**src/rtl/clk_out_gate_pkg.sv**
```systemverilog
package clk_out_gate_pkg;
  typedef enum logic {
    PIN_IS_OE    = 1'b0,
    PIN_IS_PWRDN = 1'b1
  } pin_mode_e;
endpackage

```
**src/rtl/cg_sync.sv**
```systemverilog
module cg_sync #(
  parameter int STAGES = 2
) (
  input  logic clk,
  input  logic rst,
  input  logic d,
  output logic q
);
  logic [STAGES-1:0] stg;

  generate
    if (STAGES == 1) begin : g_one
      always_ff @(posedge clk) begin
        if (rst) stg <= '0;
        else     stg <= d;
      end
    end else begin : g_chain
      always_ff @(posedge clk) begin
        if (rst) stg <= '0;
        else     stg <= {stg[STAGES-2:0], d};
      end
    end
  endgenerate

  assign q = stg[STAGES-1];
endmodule

```
**src/rtl/cg_relock.sv**
```systemverilog
module cg_relock #(
  parameter int LOCK_CYCLES = 600000
) (
  input  logic clk,
  input  logic rst,
  input  logic pd_req,
  input  logic lock_in,
  output logic core_run,
  output logic lock_wait
);
  localparam int CW = $clog2(LOCK_CYCLES + 1);
  localparam logic [CW-1:0] LAST = CW'(LOCK_CYCLES - 1);

  logic [CW-1:0] cnt;

  always_ff @(posedge clk) begin
    if (rst) begin
      core_run  <= 1'b0;
      lock_wait <= 1'b0;
      cnt       <= '0;
    end else if (pd_req) begin
      core_run  <= 1'b0;
      lock_wait <= 1'b0;
      cnt       <= '0;
    end else if (!core_run) begin
      core_run  <= 1'b1;
      lock_wait <= 1'b1;
      cnt       <= '0;
    end else if (lock_wait) begin
      if (lock_in || cnt == LAST) begin
        lock_wait <= 1'b0;
      end else begin
        cnt <= cnt + CW'(1);
      end
    end
  end
endmodule

```
**src/rtl/cg_gate.sv**
```systemverilog
module cg_gate (
  input  logic clk,
  input  logic rst,
  input  logic run_ok,
  input  logic kill,
  output logic gate_en,
  output logic clk_out,
  output logic pad_oe
);
  always_ff @(negedge clk) begin
    if (rst) gate_en <= 1'b0;
    else     gate_en <= run_ok;
  end

  assign clk_out = clk & gate_en & ~kill;
  assign pad_oe  = (run_ok | gate_en) & ~kill & ~rst;
endmodule

```
**src/rtl/clk_out_gate.sv**
```systemverilog
module clk_out_gate
  import clk_out_gate_pkg::*;
#(
  parameter int SYNC_STAGES = 2,
  parameter int LOCK_CYCLES = 600000
) (
  input  logic clk,
  input  logic rst,
  input  logic cfg_pwrdn_mode,
  input  logic cfg_async,
  input  logic ctl_pin,
  input  logic lock_in,
  output logic clk_out,
  output logic pad_oe,
  output logic core_run,
  output logic lock_wait
);
  logic pin_s;
  logic pd_req;
  logic run_ok;
  logic kill;
  logic gate_en;

  cg_sync #(.STAGES(SYNC_STAGES)) u_sync (
    .clk (clk),
    .rst (rst),
    .d   (ctl_pin),
    .q   (pin_s)
  );

  assign pd_req = (pin_mode_e'(cfg_pwrdn_mode) == PIN_IS_PWRDN) && !pin_s;

  cg_relock #(.LOCK_CYCLES(LOCK_CYCLES)) u_relock (
    .clk       (clk),
    .rst       (rst),
    .pd_req    (pd_req),
    .lock_in   (lock_in),
    .core_run  (core_run),
    .lock_wait (lock_wait)
  );

  assign run_ok = pin_s & core_run & ~lock_wait;
  assign kill   = cfg_async & ~ctl_pin;

  cg_gate u_gate (
    .clk     (clk),
    .rst     (rst),
    .run_ok  (run_ok),
    .kill    (kill),
    .gate_en (gate_en),
    .clk_out (clk_out),
    .pad_oe  (pad_oe)
  );
endmodule

```
**config.mk**
```make
export PLATFORM = sky130hd
export DESIGN_NAME = clk_out_gate
export DESIGN_NICKNAME = d
export VERILOG_FILES = /design/src/rtl/clk_out_gate_pkg.sv /design/src/rtl/cg_sync.sv /design/src/rtl/cg_relock.sv /design/src/rtl/cg_gate.sv /design/src/rtl/clk_out_gate.sv
export SDC_FILE = /design/constraint.sdc
export NUM_CORES = 1
export LEC_CHECK = 0
export BUFFER_PORTS_ARGS = -buffer_cell sky130_fd_sc_hd__clkbuf_2
export CORE_MARGIN = 10
export CORE_UTILIZATION = 49
export DETAILED_ROUTE_END_ITERATION = 12
export PLACE_DENSITY = 0.77
export SLEW_MARGIN = 20
export SYNTH_ARGS = -nofsm -noshare
export SYNTH_HDL_FRONTEND = slang
export SYNTH_SLANG_ARGS = --single-unit
export TNS_END_PERCENT = 1
```
**constraint.sdc**
```tcl
create_clock -name clk -period 1.8 [get_ports clk]
set_input_delay 0.18 -clock clk [delete_from_list [all_inputs] [get_ports clk]]
set_output_delay 0.18 -clock clk [all_outputs]
set_load 0.03 [all_outputs]
```
## After elaboration in Yosys (flattened, before gate mapping)

Index checks and enable logic that the tools add are counted.

| word-level totals | value |
|---|---|
| logic and storage cells | 31 |
| register bits | 25 |

| cells by class | value |
|---|---|
| multiplexer cells | 4 |
| reduce and logical (&&, ||, !) cells | 6 |
| bitwise gates (word level) | 14 |
| equal/unequal tests | 1 |
| add/sub/neg operators | 1 |

Operator list:

| kind | count |
|---|---|
| $add 20x1->20 const B | 1 |
| $eq 20x20->1 const B | 1 |
| $and 1x1->1 | 7 |
| $not 1->1 | 6 |
| $mux 1 | 4 |
| $reduce_or 3->1 | 1 |
| $reduce_and 2->1 | 1 |
| $reduce_or 2->1 | 1 |
| $logic_and 1x1->1 | 1 |
| $logic_not 1->1 | 1 |
| $logic_or 1x1->1 | 1 |
| $or 1x1->1 | 1 |

## Depth between registers and ports, before layout

| logic depth | value |
|---|---|
| depth after elaboration | 5 |
| gate-level depth with buffers | 6 |

## Cells and area by module

From an unflattened synthesis, not the netlist that was laid out.

| unflattened totals | value |
|---|---|
| cells, all modules | 129 |
| area, all modules | 1,167.4 µm² |

Modules (own cells, without submodules):

| module | sequential area each (µm²) | times used | area an instance (µm²) | cells an instance |
|---|---|---|---|---|
| cg_relock | 440.4 | 1 | 1,042.2 | 115 |
| cg_sync | 40.0 | 1 | 52.6 | 4 |
| cg_gate | 20.0 | 1 | 51.3 | 7 |
| clk_out_gate | 0.0 | 1 | 21.3 | 3 |

==> impl_table.tex <==
\begin{tabular}{lr}
\hline
Metric & Value \\
\hline
\multicolumn{2}{l}{\textbf{Placed design}} \\
\quad DP HPWL & 1800 um \\
\quad GPL Wtd Cong & 0.765 \\
\quad PortBufs & 9 \\
\quad Worst slack, placed & -0.0571 ns \\
\quad \# placed instances & 166 \\
\quad Placed Instance Area & 0.00129 mm2 \\
\multicolumn{2}{l}{\textbf{Timing}} \\
\quad Max Slew Vio Count & 0 \\
\quad Hold Slack & 0.330 ns \\
\quad Hold violation count in the final report & 0 \\
\quad Final critical-path setup slack & -0.550 ns \\
\quad Post-route clock skew & 0.0607 ns \\
\quad Final total negative setup slack & -0.952 ns \\
\quad Headroom to the max-slew limit & 0.748 \\
\quad Setup repair after global routing missed its margin & true \\
\quad \# setup viols final & 3 \\
\quad Worst-Margin Slew & 0.377 ns \\
\multicolumn{2}{l}{\textbf{Global route}} \\
\quad Wire length of the first global-routing pass & 4690 um \\
\quad Pin count of the biggest net entering global routing & 20 \\
\quad GRT Residual Overflow & 0 \\
\quad Aggregate global-route resource usage & 0.114 \\
\quad Via count of the first global-routing pass & 1067 \\
\quad Initial antenna violation count & 0 \\
\multicolumn{2}{l}{\textbf{Drt}} \\
\quad Iteration-0 DRC count of the detailed router & 55 \\
\quad Highest signal layer in the routed design & met4 \\
\quad Final routed wirelength across all metal layers & about 2700 um \\
\quad Detailed route wirelength on metal3 & 105 um \\
\quad Routed wirelength normalized by instance count & 15.1 um \\
\quad Number of iterations in the first detailed-routing pass & 4 \\
\quad Via count normalized by instance count & 5.72 \\
\quad Routed met1 length & 1180 um \\
\quad Routed via count & approximately 1000 \\
\quad Number of DRC violations after detailed routing & 0 \\
\quad Routed wire length on met2 & roughly 1400 um \\
\quad Final antenna-violating net count & 0 \\
\multicolumn{2}{l}{\textbf{Yosys}} \\
\quad Syn avg cell area & between 9 and 10 um2 \\
\quad Proportion of synthesized flip-flops having asynchronous set or reset & 0 \\
\quad Number of enable flip-flop cells after synthesis & 0 \\
\quad Gate Count Post-Synth & 130 \\
\quad Share of the yosys chip area belonging to registers & 0.411 \\
\quad Flop and latch count out of synthesis & 25 \\
\quad Flip-flop cell with the highest count after synthesis & dfxtp\_1 \\
\quad Yosys warns & 0 \\
\quad Cell area after synthesis & 0.00122 mm2 \\
\quad Yosys top cell by area & dfxtp\_1 \\
\quad Biggest area contributors in the synthesized netlist & dfxtp\_1, xor2\_1, and3\_1 \\
\quad Netlist cell types & 39 \\
\quad Syn\_nets & 137 \\
\quad Post-synth top area share & 0.411 \\
\multicolumn{2}{l}{\textbf{Die}} \\
\quad Number of placed I/O pins & 10 \\
\quad Die footprint & 0.00488 mm2 \\
\quad DIE HEIGHT & between 60 and 70 um \\
\quad Core footprint & about 0.0024 mm2 \\
\quad Initial standard-cell utilization of the core & 0.501 \\
\quad Row count & 18 \\
\quad X dimension of the die & around 70 um \\
\multicolumn{2}{l}{\textbf{Worst setup path}} \\
\quad Arrival time reported for the critical path endpoint & 2.17 ns \\
\quad R2r startpoint & u\_relock.cnt[0]\$\_SDFFE\_PP0P\_ \\
\quad Slack of the worst reg-to-reg path & 0.20 ns \\
\quad Endpoint of the worst register-to-register path & u\_relock.cnt[10]\$\_SDFFE\_PP0P\_ \\
\quad Maximum fanout count along the critical path & 2 \\
\quad Worst Path Class, Setup & flop to output port \\
\quad Type of origin of the critical path & flop \\
\quad Endpoint kind of the worst setup timing path & output port \\
\quad Required time of the critical path & 1.62 ns \\
\quad R2R cell count & 5 \\
\multicolumn{2}{l}{\textbf{Clock tree}} \\
\quad TritonCTS clock tree & built \\
\quad Clock latency on the worst-skew pair & 0.50 ns \\
\quad Clock Pin Slew Worst Setup and Hold Paths & 0.13 ns \\
\quad Post-CTS repair timing setup buffer count & 0 \\
\multicolumn{2}{l}{\textbf{Finish}} \\
\quad Layout area overhead & 14.6\% \\
\quad Sequential cell area & 502 um2 \\
\quad ANT cells & 0 \\
\quad Top library cells by usage in the layout, fill and taps aside & dfxtp\_1, nand2\_1, nor2\_1 \\
\quad Multi-input logic area & 694 um2 \\
\quad Non-Filler Cell Area, Final & 0.00140 mm2 \\
\quad Core utilization of the finished layout & 0.574 \\
\quad Fillcell total & 216 \\
\quad Layout cells sized above 1 & 0.197 \\
\quad Final net count & about 160 \\
\quad Final Instance Count excl. Fillers & 177 \\
\quad Most common library cell in the layout ignoring fill and taps & dfxtp\_1 \\
\multicolumn{2}{l}{\textbf{Status}} \\
\quad Failing checks & setup timing \\
\quad Outcome & complete, but fails checks \\
\multicolumn{2}{l}{\textbf{Worst hold path}} \\
\quad Type of the worst min-delay path & input pin to flop \\
\quad Hold EP & u\_relock.lock\_wait\$\_SDFF\_PP0\_ \\
\quad Worst Hold Depth & 4 \\
\quad Launch instance of the worst min-delay path & lock\_in \\
\multicolumn{2}{l}{\textbf{Power and ir drop}} \\
\quad Power per unit of standard cell area & 690 mW/mm2 \\
\quad Static power due to leakage & 0.544 nW \\
\quad IR Drop Worst-Case VDD & 0.687 mV \\
\quad Total power after layout & 0.963 mW \\
\multicolumn{2}{l}{\textbf{Flow run}} \\
\quad Max Cap Violations & 0 \\
\hline
\end{tabular}
[worst max path at each step]
stage                               from  endpoint  slack [ns]  cells past startpoint
2_1_floorplan  u_gate.gate_en$_SDFF_NP0_    pad_oe     0.00001                      2
3_3_place_gp   u_gate.gate_en$_SDFF_NP0_    pad_oe       -0.04                      3
3_5_place_dp   u_gate.gate_en$_SDFF_NP0_    pad_oe       -0.06                      3
4_1_cts        u_gate.gate_en$_SDFF_NP0_    pad_oe       -0.54                      3
5_1_grt        u_gate.gate_en$_SDFF_NP0_    pad_oe       -0.63                      3
6_report       u_gate.gate_en$_SDFF_NP0_    pad_oe       -0.55                      3
[layout make-up]
type | count | share of cell area
Timing Repair Buffer | 12 | 0.0636
Sequential cell | 25 | 0.359
Clock buffer | 7 | 0.0421
Multi-Input combinational cell | 99 | 0.497
Tap cell | 30 | 0.0269
Inverter | 2 | 0.00538
Clock inverter | 2 | 0.00538
[state kept, by name, indices dropped and copies added (netlist names)]
register / count
u_relock.cnt: 20
u_sync.stg: 2
u_gate.gate_en: 1
u_relock.core_run: 1
u_relock.lock_wait: 1
[per-layer routing]
| layer | vias up | GRT usage |
|---|---|---|
| li1 | 502 | - |
| met1 | 490 | 0.117 |
| met2 | 18 | 0.203 |
| met3 | 2 | 0.0367 |
| met4 | 0 | 0.0548 |
| met5 | - | 0 |
[cell usage after synthesis, types with 3 or more instances]
library cell / n
or4_1: 4
o21ai_0: 3
inv_1: 3
nand2_1: 11
xor2_1: 7
nand3_1: 9
a21oi_1: 5
or3_1: 5
nor2_1: 10
o211ai_1: 4
and3_1: 8
dfxtp_1: 25
nand4_1: 3
[critical path: stages (launching register included)]
cell and delay (ns):
dfxtp_2 0.31, o21bai_1 0.14, and3b_1 0.17, clkbuf_8 0.16
[power by group]
part / leakage [nW] / internal [mW] / switching, mW
Combinational: 0.290 / 0.0187 / 0.0259
Sequential: 0.203 / 0.559 / 0.00480
Clock: 0.0512 / 0.159 / 0.197
[what timing repair did]
| item | in CTS | in global routing |
|---|---|---|
| hold buffers | 4 | 0 |
| gates resized for setup | 4 | 1 |
| pin swaps | 1 | 0 |
| endpoints found under the setup margin | 3 | 3 |
| endpoints found under the hold margin | 3 | 0 |
[cells by family (layout without fill, tap and decap cells)]
| logic type | Yosys count | count (layout) | share of synthesized area |
|---|---|---|---|
| AOI/OAI and AO/OA | 21 | 21 | 0.127 |
| xor gates and xnor gates | 9 | 9 | 0.0647 |
| adders and majority gates | 1 | 1 | 0.0103 |
| buffers and inverters | 6 | 23 | 0.0195 |
| DFF | 25 | 25 | 0.411 |
| and+or+nand+nor | 68 | 68 | 0.368 |
(Power assumes the default switching activity.)
